$ cat config.mk
export PLATFORM = sky130hd
export DESIGN_NAME = bank_chip_select
export DESIGN_NICKNAME = d
export VERILOG_FILES = /design/src/rtl/bcs_pkg.sv /design/src/rtl/bcs_socket_match.sv /design/src/rtl/bcs_write_gate.sv /design/src/rtl/bank_chip_select.sv
export SDC_FILE = /design/constraint.sdc
export NUM_CORES = 1
export LEC_CHECK = 0
export BUFFER_PORTS_ARGS = -buffer_cell sky130_fd_sc_hd__buf_4
export CAP_MARGIN = 20
export CORE_ASPECT_RATIO = 0.9
export CORE_MARGIN = 3
export CORE_UTILIZATION = 46
export DETAILED_ROUTE_END_ITERATION = 16
export GPL_ROUTABILITY_DRIVEN = 0
export PLACE_DENSITY = 0.95
export SETUP_SLACK_MARGIN = 0.3
export SLEW_MARGIN = 20
export SYNTH_ARGS = -nofsm -noshare
export SYNTH_HDL_FRONTEND = slang
export SYNTH_SLANG_ARGS = --single-unit
export TNS_END_PERCENT = 1
$ cat constraint.sdc
create_clock -name vclk -period 2.6
set_input_delay 0.13 -clock vclk [all_inputs]
set_output_delay 0.13 -clock vclk [all_outputs]
set_load 0.03 [all_outputs]
$ cat src/rtl/bcs_pkg.sv
package bcs_pkg;
  typedef enum logic [1:0] {
    LAY_FLAT64  = 2'd0,
    LAY_HALF32  = 2'd1,
    LAY_WIDE32K = 2'd2,
    LAY_NONE    = 2'd3
  } layout_e;

  typedef enum logic [1:0] {
    MX_ANY  = 2'd0,
    MX_HIGH = 2'd1,
    MX_LOW  = 2'd2,
    MX_ANY2 = 2'd3
  } mx_mode_e;

  function automatic logic memex_pass(input logic [1:0] mode, input logic mx);
    case (mx_mode_e'(mode))
      MX_HIGH: memex_pass = mx;
      MX_LOW:  memex_pass = ~mx;
      default: memex_pass = 1'b1;
    endcase
  endfunction
endpackage

$ cat src/rtl/bcs_socket_match.sv
module bcs_socket_match #(
  parameter int SEL_W  = 3,
  parameter int BANK_W = 6,
  parameter int IDX    = 0
) (
  input  logic [SEL_W-1:0]  addr_hi,
  input  logic [1:0]        layout,
  input  logic              map_hi,
  input  logic [BANK_W-1:0] bank_id,
  input  logic [BANK_W-1:0] eff_bank,
  output logic              win_hit,
  output logic              bank_hit
);
  import bcs_pkg::*;

  localparam logic [SEL_W-1:0] IDX_V = SEL_W'(IDX);

  function automatic logic [BANK_W-1:0] target_bank(input logic [1:0] lay,
                                                    input logic [BANK_W-1:0] id);
    case (layout_e'(lay))
      LAY_FLAT64:  target_bank = id;
      LAY_HALF32:  target_bank = {id[BANK_W-2:0], ~IDX_V[SEL_W-1]};
      LAY_WIDE32K: target_bank = {id[BANK_W-3:0], IDX_V[SEL_W-1:1]};
      default:     target_bank = '0;
    endcase
  endfunction

  function automatic logic in_window(input logic [1:0] lay, input logic mh,
                                     input logic [SEL_W-1:0] a);
    case (layout_e'(lay))
      LAY_FLAT64:  in_window = (a == IDX_V);
      LAY_HALF32:  in_window = (a[SEL_W-1] == mh) && (a[SEL_W-2:0] == IDX_V[SEL_W-2:0]);
      LAY_WIDE32K: in_window = (a[SEL_W-1] == IDX_V[0]);
      default:     in_window = 1'b0;
    endcase
  endfunction

  assign win_hit  = in_window(layout, map_hi, addr_hi);
  assign bank_hit = (eff_bank == target_bank(layout, bank_id));
endmodule

$ cat src/rtl/bcs_write_gate.sv
module bcs_write_gate #(
  parameter int SOCK_N = 8
) (
  input  logic [SOCK_N-1:0]   cs_act,
  input  logic [SOCK_N/2-1:0] wr_inhibit,
  input  logic                wr_strobe,
  output logic [SOCK_N-1:0]   sock_locked,
  output logic                wr_gated
);
  localparam int PAIR_N = SOCK_N / 2;

  for (genvar p = 0; p < PAIR_N; p++) begin : g_pair
    assign sock_locked[2*p]   = wr_inhibit[p];
    assign sock_locked[2*p+1] = wr_inhibit[p];
  end

  assign wr_gated = wr_strobe && |(cs_act & ~sock_locked);
endmodule

$ cat src/rtl/bank_chip_select.sv
module bank_chip_select #(
  parameter int SOCK_N = 8,
  parameter int BANK_W = 6
) (
  input  logic [2:0]          addr_hi,
  input  logic                mem_req,
  input  logic                wr_strobe,
  input  logic                memex,
  input  logic [BANK_W-1:0]   bank_val,
  input  logic                bank_sel_en,
  input  logic [1:0]          layout,
  input  logic                map_hi,
  input  logic [BANK_W-1:0]   bank_id,
  input  logic [1:0]          memex_mode,
  input  logic [SOCK_N-1:0]   sock_en,
  input  logic [SOCK_N/2-1:0] wr_inhibit,
  output logic [SOCK_N-1:0]   cs_n,
  output logic                wr_gated,
  output logic                board_sel
);
  import bcs_pkg::*;

  localparam int SEL_W = $clog2(SOCK_N);

  logic [BANK_W-1:0] eff_bank;
  logic              mx_ok;
  logic [SOCK_N-1:0] win_hit;
  logic [SOCK_N-1:0] bank_hit;
  logic [SOCK_N-1:0] cs_act;
  logic [SOCK_N-1:0] sock_locked;

  assign eff_bank = bank_sel_en ? bank_val : '0;
  assign mx_ok    = memex_pass(memex_mode, memex);

  for (genvar s = 0; s < SOCK_N; s++) begin : g_sock
    bcs_socket_match #(.SEL_W(SEL_W), .BANK_W(BANK_W), .IDX(s)) u_match (
      .addr_hi  (addr_hi),
      .layout   (layout),
      .map_hi   (map_hi),
      .bank_id  (bank_id),
      .eff_bank (eff_bank),
      .win_hit  (win_hit[s]),
      .bank_hit (bank_hit[s])
    );
    assign cs_act[s] = mem_req && mx_ok && sock_en[s] && win_hit[s] && bank_hit[s];
  end

  bcs_write_gate #(.SOCK_N(SOCK_N)) u_wgate (
    .cs_act      (cs_act),
    .wr_inhibit  (wr_inhibit),
    .wr_strobe   (wr_strobe),
    .sock_locked (sock_locked),
    .wr_gated    (wr_gated)
  );

  assign cs_n      = ~cs_act;
  assign board_sel = |cs_act;
endmodule

Word level (Yosys, flattened, before mapping). Cells that the tools add are included.

Equality and inequality tests: 19. Multiplexer cells: 14. Bitwise gates (word level): 5. Reduce and logical (&&, ||, !) cells: 35.

Operator list (number): $pmux 6 s3 (4); $logic_and 1x1->1 (30); $eq 6x6->1 (4); $pmux 1 s3 (8); $not 8->8 (2); $reduce_or 8->1 (2); $eq 3x3->1 const B (4); $and 8x8->8 (1); $eq 2x2->1 const B (4); $eq 2x1->1 const B (3); $eq 3x2->1 const B (2); $mux 6 (1); $logic_not 2->1 (2); $eq 3x1->1 const B (1); $logic_not 3->1 (1); $not 1->1 (2); $pmux 1 s2 (1); $eq 1x1->1 (1).

Register bits: 0. Input bits: 36. Output and inout port bits: 10. Logic and storage cells: 73.

Depth between registers and ports, before layout. Gate-level depths: netlist (run 1).

Word-level depth: 9. Depth in mapped cells: 9. Depth with buffers taken out: 8.

Hierarchy. From an unflattened synthesis (run 1), not the netlist that was laid out.

Cell total of the unflattened synthesis: 374. Area total of the unflattened synthesis: 2643.8 um2.

Modules (own cells, without submodules): bcs_socket_match at g_sock[6].u_match (times used 1, cells each 49, area each 359.1 um2, seq. area each 0.0 um2); bcs_socket_match at g_sock[5].u_match (times used 1, cells each 42, area each 295.3 um2, seq. area each 0.0 um2); bcs_socket_match at g_sock[7].u_match (times used 1, cells each 41, area each 285.3 um2, seq. area each 0.0 um2); bcs_socket_match at g_sock[4].u_match (times used 1, cells each 38, area each 279.0 um2, seq. area each 0.0 um2); bcs_socket_match at g_sock[2].u_match (times used 1, cells each 38, area each 276.5 um2, seq. area each 0.0 um2); bcs_socket_match at g_sock[3].u_match (times used 1, cells each 37, area each 270.3 um2, seq. area each 0.0 um2); bank_chip_select (times used 1, cells each 40, area each 261.5 um2, seq. area each 0.0 um2); bcs_socket_match at g_sock[1].u_match (times used 1, cells each 37, area each 259.0 um2, seq. area each 0.0 um2); bcs_socket_match at g_sock[0].u_match (times used 1, cells each 38, area each 255.2 um2, seq. area each 0.0 um2); bcs_write_gate (times used 1, cells each 14, area each 102.6 um2, seq. area each 0.0 um2).

Worst setup path after synthesis (run 1). No wires, ideal clock.

Path type: input -> output. Start point: input layout[0]. End point: output board_sel. Data arrival time: 2.353 ns. Required time: 2.470 ns. Slack: 0.117 ns. Cell stages on the path: 8. Path buffers: 1. Cell sequence: inv_1 ha_1 clkbuf_1 a221o_1 a21o_1 a2111oi_0 o22ai_1 a31oi_1.

Cells in the longest elaborated chain, start to end: 5. Elaborated cells between the ends (all ways): 36. Classes of those cells: 6 x eq/ne; 12 x mux; 18 x reduce/logical.

RTL lines: from (decl) (line bank_chip_select.sv:11) `input logic [1:0] layout,`; $eq 2x2->1 (tied with other cells) (line bcs_socket_match.sv:20, bcs_socket_match.sv:30); $pmux 6 s3 or $pmux 1 s3 (tied branches) (line bcs_socket_match.sv:20, bcs_socket_match.sv:30); $eq 6x6->1 or $logic_and 1x1->1 (tied branches) (line bcs_socket_match.sv:39, bank_chip_select.sv:45); $logic_and 1x1->1 (line bank_chip_select.sv:45) `assign cs_act[s] = mem_req && mx_ok && sock_en[s] && win_hit[s] && bank_hit[s];`; $reduce_or 8->1 (*) (line bank_chip_select.sv:57) `assign board_sel = |cs_act;`; to (decl) (line bank_chip_select.sv:19) `output logic board_sel`.

Mark *: on every way between the ends. The rest lies on a longest branch, timed or not.

Worst setup path after layout (run 1).
Start point: input layout[0]. End point: output wr_gated.

Cells in the longest elaborated chain, start to end: 7. Elaborated cells between the ends (all ways): 38. Classes of those cells: 6 x eq/ne; 12 x mux; 1 x bitwise; 19 x reduce/logical.

RTL lines: $eq 2x2->1 (tied with other cells) (line bcs_socket_match.sv:20, bcs_socket_match.sv:30); $pmux 6 s3 or $pmux 1 s3 (tied branches) (line bcs_socket_match.sv:20, bcs_socket_match.sv:30); $eq 6x6->1 or $logic_and 1x1->1 (tied branches) (line bcs_socket_match.sv:39, bank_chip_select.sv:45); $logic_and 1x1->1 (line bank_chip_select.sv:45); $and 8x8->8 (*) (line bcs_write_gate.sv:17) `assign wr_gated = wr_strobe && |(cs_act & ~sock_locked);`; $reduce_or 8->1 (*) (line bcs_write_gate.sv:17); $logic_and 1x1->1 (*) (line bcs_write_gate.sv:17); to (decl) (line bank_chip_select.sv:18) `output logic wr_gated,`.

Marked as above.

==> impl_results.md, run 1 <==
- Status: complete, no violations
- Proportion of power drawn by combinational gates: 1.000
- DP Cell Count: between 150 and 200
- Vias per inst: ~7.3
- Total GRT Usage: 0.3654
- Clkbuf count: 0
- Vias in the first global route: ~1300
- Grt peak-use layer: met2
- Tightest Pin Transition: roughly 0.58 ns
- Final Instance Count excl. Fillers: between 150 and 200
- Max-Cap Viols: 0
- Largest net degree at the start of global routing: 11
- Maximum vdd ir drop: around 150 µV
- DR pass1 iterations: 6
- Setup TNS: 0 ns
- CP Cell Sequence: buf_8, clkinvlp_4, ha_4, buf_4, a221o_1, buf_4, nand3_1, a2111oi_4, o22ai_1, nor2_1, o311a_4, buf_4
- Register area: 0 µm²
- Met3 GRT Util: 0.05941
- Register area share after synthesis: 0
- First-pass GRT wire length: 6341 µm
- Relative slew slack: 0.6124
- Initial core utilization: 0.5147
- Power Density: between 150 and 200 nW/µm²
- DR WL/cell: between 20 and 25 µm
- Buffers on Ports: 46
- Drt drc: 0
- Top cell type's share of synthesized area: 0.09539
- Area growth from synthesis to layout: 77.58%
- Max Slew Vio Count: 0
- Slowest cell delay on critical path: roughly 0.37 ns
- Via count: ~1400
- Dpl hpwl: roughly 2400 µm
- Final Hold Fails: 0
- Nets: 220
- Hold Crit Class: in2out
- Cell with the most instances after synthesis: nor2_1
- CP max-delay cell: o311a_4
- Top Ports: 46
- Drt total wl: approximately 4400 µm
- YS warnings: 0
- Synth area leader: ha_1
- Post-route ant nets: 0
- Die W: between 40 and 50 µm
- Switch share: 0.5350
- Initial DRC Count: 174
- Filler Cell Count: 70
- Largest cells by area after synthesis: ha_1, o21ai_0, nor2_1, nand2_1, a222oi_1
- Unrepaired setup endpoints after global routing: true
- Clock network fraction of design power: 0
- Die area: approximately 2200 µm²
- Startpoint types: primary input
- Worst setup EP type: output pin
- Net Sw Power: 123.7 µW
- Top cell types by occurrence after synthesis: nor2_1, nand2_1, o21ai_0
- Fmax: 391.4 MHz
- Mapped Cells: 120
- Seq cells: 0
- Grt ovf: 0
- Chip height: 45.24 µm
- Worst Path Max Fanout: 5
- Rows: 13
- Leak: between 0.0005 and 0.0006 µW
- Synthesized Nets: between 150 and 200
- Ant. Diodes: 0
- Reg power frac: 0
- CTS Hold Bufs: 0
- Critical path's most frequent cell: buf_4
- Crit path kind: in2out
- Core area: roughly 1500 µm²
- Cell Area, Synth: slightly below 800 µm²
- Crit path DAT: between 2 and 2.5 ns
- Finish-stage setup viols: 0
- Internal power: ~110 µW
- Fin crit period: between 2 and 3 ns
- GR Layer Usage met1: 0.4078
- Layout cells sized above 1: 0.4545
- Antenna violations before repair: 0
- Yosys cell types: between 40 and 50
- Syn_area_per_cell: roughly 6.6 µm²
- Fin crit share: 0.9827
- Critical Path RT: between 2 and 2.5 ns
- Met2 Track Usage GR: 0.6781
layer usage:
metal / part of all wire / up-vias / routed length, µm
met5: 0 / - / 0
met4: 0.075 / 0 / 328
met1: 0.35 / 675 / 1531
met3: 0.11 / 51 / 467
met2: 0.47 / 139 / 2073
li1: - / 580 / -
power by group through the flow:
stage / Combinational, µW / Sequential, µW / Clock (µW)
2_1_floorplan: 93.6 / 0 / 0
3_3_place_gp: 165 / 0 / 0
3_5_place_dp: 173 / 0 / 0
4_1_cts: 196 / 0 / 0
5_1_grt: 242 / 0 / 0
6_report: 231 / 0 / 0
placed cells by master (no fill, tap or decap), types with 2 or more instances in the layout:
| cell | count |
|---|---|
| nor2_1 | 11 |
| nor2_2 | 2 |
| inv_1 | 6 |
| a21o_1 | 2 |
| o21ai_0 | 10 |
| buf_4 | 54 |
| nand3_1 | 4 |
| nand2_1 | 11 |
| nand2b_1 | 5 |
| or4_4 | 4 |
| a222oi_1 | 4 |
| a21oi_1 | 4 |
| a21boi_0 | 2 |
| xor2_1 | 3 |
| nor3b_1 | 2 |
| o22ai_1 | 4 |
| nor2b_1 | 2 |
| o211ai_1 | 2 |
| ha_1 | 3 |
| ha_4 | 3 |
| mux2_2 | 2 |
| xnor2_1 | 2 |
| buf_6 | 5 |
stage by stage:
stage | cell area, µm² | total power (µW) | hold WS, ns | worst slack (ns) | utilization
floorplan | 819.5 | 93.62 | 0.3900 | 0.2558 | -
global placement | 1214 | 164.9 | 0.6240 | 0.06695 | 0.7938
detailed placement | 1214 | 172.9 | 0.6250 | -0.1170 | 0.7938
CTS | 1346 | 195.9 | 0.6261 | 0.1162 | 0.8805
global route | 1398 | 242.1 | 0.6409 | -0.01919 | 0.9141
finish | 1398 | 231.1 | 0.6344 | 0.04497 | 0.9141
area by class of cell:
class	instances	area (µm²)	share of cell area
tap	22	27.53	0.01970
timing repair buffer	60	476.7	0.3411
multi-input combinational	108	859.6	0.6150
inverter	8	33.78	0.02417
final timing paths:
kind | startpoint | end | slack (ns) | depth (start not counted)
hold / removal | wr_strobe | wr_gated | 0.63 | 3
setup / recovery | layout[0] | wr_gated | 0.04 | 12
logic make-up after synthesis:
family                     synth area share
AOI/OAI and AO/OA                    0.4118
xor gates and xnor gates            0.05565
adders and majority gates           0.09539
buffers and inverters               0.06836
muxes                               0.04133
and+or+nand+nor                      0.3275
critical path, delay by kind of cell:
family	cells	cell delay (ns)
fa+ha+maj	1	0.22
simple gates	2	0.27
compound gates	4	1.09
buf+inv	5	0.71
repair_timing:
item,in CTS,in global routing
hold endpoints to repair,0,0
setup buffers,6,2
setup endpoints to repair,10,10
pin swaps,10,7
resized for setup,20,6
No activity file was read; power rests on OpenSTA's default activity.
==> inputs of run 2 (changes only) <==
--- a/config.mk
+++ b/config.mk
@@ -5,6 +5,7 @@
 export SDC_FILE = /design/constraint.sdc
 export NUM_CORES = 1
 export LEC_CHECK = 0
+export ABC_AREA = 1
 export BUFFER_PORTS_ARGS = -buffer_cell sky130_fd_sc_hd__buf_4
 export CAP_MARGIN = 20
 export CORE_ASPECT_RATIO = 0.9
@@ -12,10 +13,10 @@
 export CORE_UTILIZATION = 46
 export DETAILED_ROUTE_END_ITERATION = 16
 export GPL_ROUTABILITY_DRIVEN = 0
-export PLACE_DENSITY = 0.95
+export PLACE_DENSITY = 0.92
 export SETUP_SLACK_MARGIN = 0.3
 export SLEW_MARGIN = 20
 export SYNTH_ARGS = -nofsm -noshare
 export SYNTH_HDL_FRONTEND = slang
 export SYNTH_SLANG_ARGS = --single-unit
-export TNS_END_PERCENT = 1
+export TNS_END_PERCENT = 100
==> run 2 against run 1 <==
Net effect: die area grew 19%; worst hold slack lost 0.041 ns; fmax grew 25%; sequential share of layout area is the same; critical path type unchanged; largest power group unchanged; highest routed layer unchanged.
==> impl_results.md, run 2 <==
- Status: complete, no violations
- Top cell types by occurrence after synthesis: nand2_1, inv_1, nand3_1
- Resized cells post-CTS: 0 (-100%)
- Die area: 2680 µm² (+19%)
- Commonest non-fill, non-tap cell in the layout: nand2_1
- Vias in the first global route: 1022 (-24%)
- Filler Cell Count: 204 (+190%)
- Die W: 54.24 µm (+9.4%)
- Nets: 298 (+35%)
- Chip height: 49.42 µm (+9.2%)
- Commonest cells after routing, fill and taps aside: nand2_1, buf_4, inv_1, nand3_1, nor2_1
- Mapped Cells: 212 (+77%)
- Clkbuf count: 0 (unchanged)
- Max-Cap Viols: 0 (unchanged)
- Drt drc: 0 (unchanged)
- Synth area leader: nand2_1
- Max Slew Vio Count: 0 (unchanged)
- First-pass GRT wire length: 3974 µm (-37%)
- Drt total wl: 2569 µm (-42%)
- Cell with the most instances after synthesis: nand2_1
- Grt ovf: 0 (unchanged)
- Crit path kind: in2out
- Initial core utilization: 0.4936 (-0.02114)
- Maximum vdd ir drop: 100.2 µV (-35%)
- Seq cells: 0 (unchanged)
- Top Ports: 46 (unchanged)
- Crit path launch: layout[1]
- Yosys cell types: 18 (-59%)
- Post-route ant nets: 0 (unchanged)
- Worst setup EP type: output pin
- Synthesized Nets: 254 (+57%)
- Leak: 0.0008752 µW (+48%)
- Fmax: 491.0 MHz (+25%)
- Largest net degree at the start of global routing: 25 (+14)
- Ant. Diodes: 0 (unchanged)
- Via count: 1348 (-6.7%)
- Area growth from synthesis to layout: 35.71%
- CTS Hold Bufs: 0 (unchanged)
- Vias per inst: 4.832 (-34%)
- Worst Path Max Fanout: 9 (+4)
- Critical Path RT: 2.47 ns (about the same)
- Utilization after layout: 0.6699 (-0.2442)
- Buffers on Ports: 46 (unchanged)
- Register area: 0 µm² (unchanged)
- Startpoint types: primary input
- Finish-stage setup viols: 0 (unchanged)
- DR pass1 iterations: 4 (-2)
- Setup WS pre-CTS: 0.5698 ns (+0.6869 ns)
- DR WL/cell: 9.208 µm (-59%)
- Power Density: 136.9 nW/µm² (-17%)
- Total GRT Usage: 0.1869 (-0.1785)
- Initial DRC Count: 44 (-75%)
- Fin crit share: 0.7833 (-0.1994)
- Setup bufs post-CTS: 0 (-6)
- Top cell type's share of synthesized area: 0.3818 (+0.2864)
- Largest cells by area after synthesis: nand2_1, nand3_1, inv_1, nor2_1, ha_1
- Layout cells sized above 1: 0.2205 (-0.2341)
- Relative slew slack: 0.7602 (+0.1478)
- Dpl hpwl: 2245 µm (-5.8%)
- Setup WS post-layout: 0.5634 ns (+0.5184 ns)
- Register area share after synthesis: 0 (unchanged)
- Core area: 1952 µm² (+28%)
- Hold Crit Class: in2out
- Hold wc startpoint: wr_strobe
- Final Hold Fails: 0 (unchanged)
- Setup TNS: 0 ns (unchanged)
- Tightest Pin Transition: 0.3592 ns (-0.2161 ns)
- Critical Path Sink: wr_gated
- Fin crit period: 2.037 ns (-0.5184 ns)
- Syn_area_per_cell: 4.544 µm² (-31%)
- Area of the multi-input gates: 803.3 µm² (-6.6%)
- Rows: 15 (+2)
- Cell Area, Synth: 963.4 µm² (+22%)
- Crit path DAT: 1.91 ns (-0.52 ns)
- YS warnings: 0 (unchanged)
- Hold WS: 0.5931 ns (-0.04128 ns)
- Unrepaired setup endpoints after global routing: false
- Antenna violations before repair: 0 (unchanged)
run 2: changes by cell type in the layout (fill, tap and decap cells not counted), sizes merged, moves of 4 or more:
cell    before  now
nand3        4   32
buf         60   46
a222oi       4    0
nor2        13   23
inv          7   32
nand2b       5    0
nand2       11  103
o21ai       10    1
o22ai        4    0
or4          4    0
run 2: where the power goes:
group / switching [µW] / leakage (µW) / internal, µW
clock: 0 / 0 / 0
sequential: 0 / 0 / 0
combinational: 100 / 0.000875 / 79.0
total: 100 / 0.000875 / 79.0
run 2: area by class of cell:
| class | instances | share of cell area |
|---|---|---|
| Tap cell | 25 | 0.02392 |
| Timing Repair Buffer | 46 | 0.2641 |
| Inverter | 34 | 0.09761 |
| Multi-Input combinational cell | 174 | 0.6144 |
run 2: how the worst min path moves through the flow:
stage	to	slack, ns	depth (start not counted)
global route	wr_gated	0.61	4
CTS	wr_gated	0.60	4
finish	wr_gated	0.59	4
global placement	wr_gated	0.60	4
floorplan	wr_gated	0.41	2
detailed placement	wr_gated	0.60	4
run 2: logic make-up after synthesis:
family / share of synthesized area
adder cells (fa/ha/maj): 0.07792
AO/OA/AOI/OAI: 0.03766
buffers and inverters: 0.1662
XOR/XNOR: 0.009093
AND/OR/NAND/NOR: 0.7091
run 2: through the flow:
| step | instances | cell area (µm²) | power (µW) |
|---|---|---|---|
| floorplan | 212 | 963.4 | 113.4 |
| global placement | 279 | 1308 | 175.1 |
| detailed placement | 279 | 1308 | 177.4 |
| CTS | 279 | 1308 | 178.2 |
| global route | 279 | 1308 | 202.8 |
| finish | 279 | 1308 | 178.9 |
run 2: critical path: stages:
cell and delay (ns):
buf_4 0.12, inv_1 0.09, ha_1 0.34, nand2_1 0.10, nand3_1 0.14, nand2_1 0.08
nand2_1 0.07, nand2_1 0.04, nor2_1 0.10, nand2_1 0.06, nor2_1 0.17, o211ai_1 0.11
nand2_1 0.07, nor2_1 0.03, nor2_1 0.07, buf_4 0.16
run 2: layer usage:
layer	part of all wire	vias up	GRT usage	wire, µm
li1	-	736	-	-
met1	0.46	561	0.2681	1169
met2	0.47	49	0.3187	1200
met3	0.072	2	0.003058	185
met4	0.0047	0	0.008299	12
met5	0	-	0	0
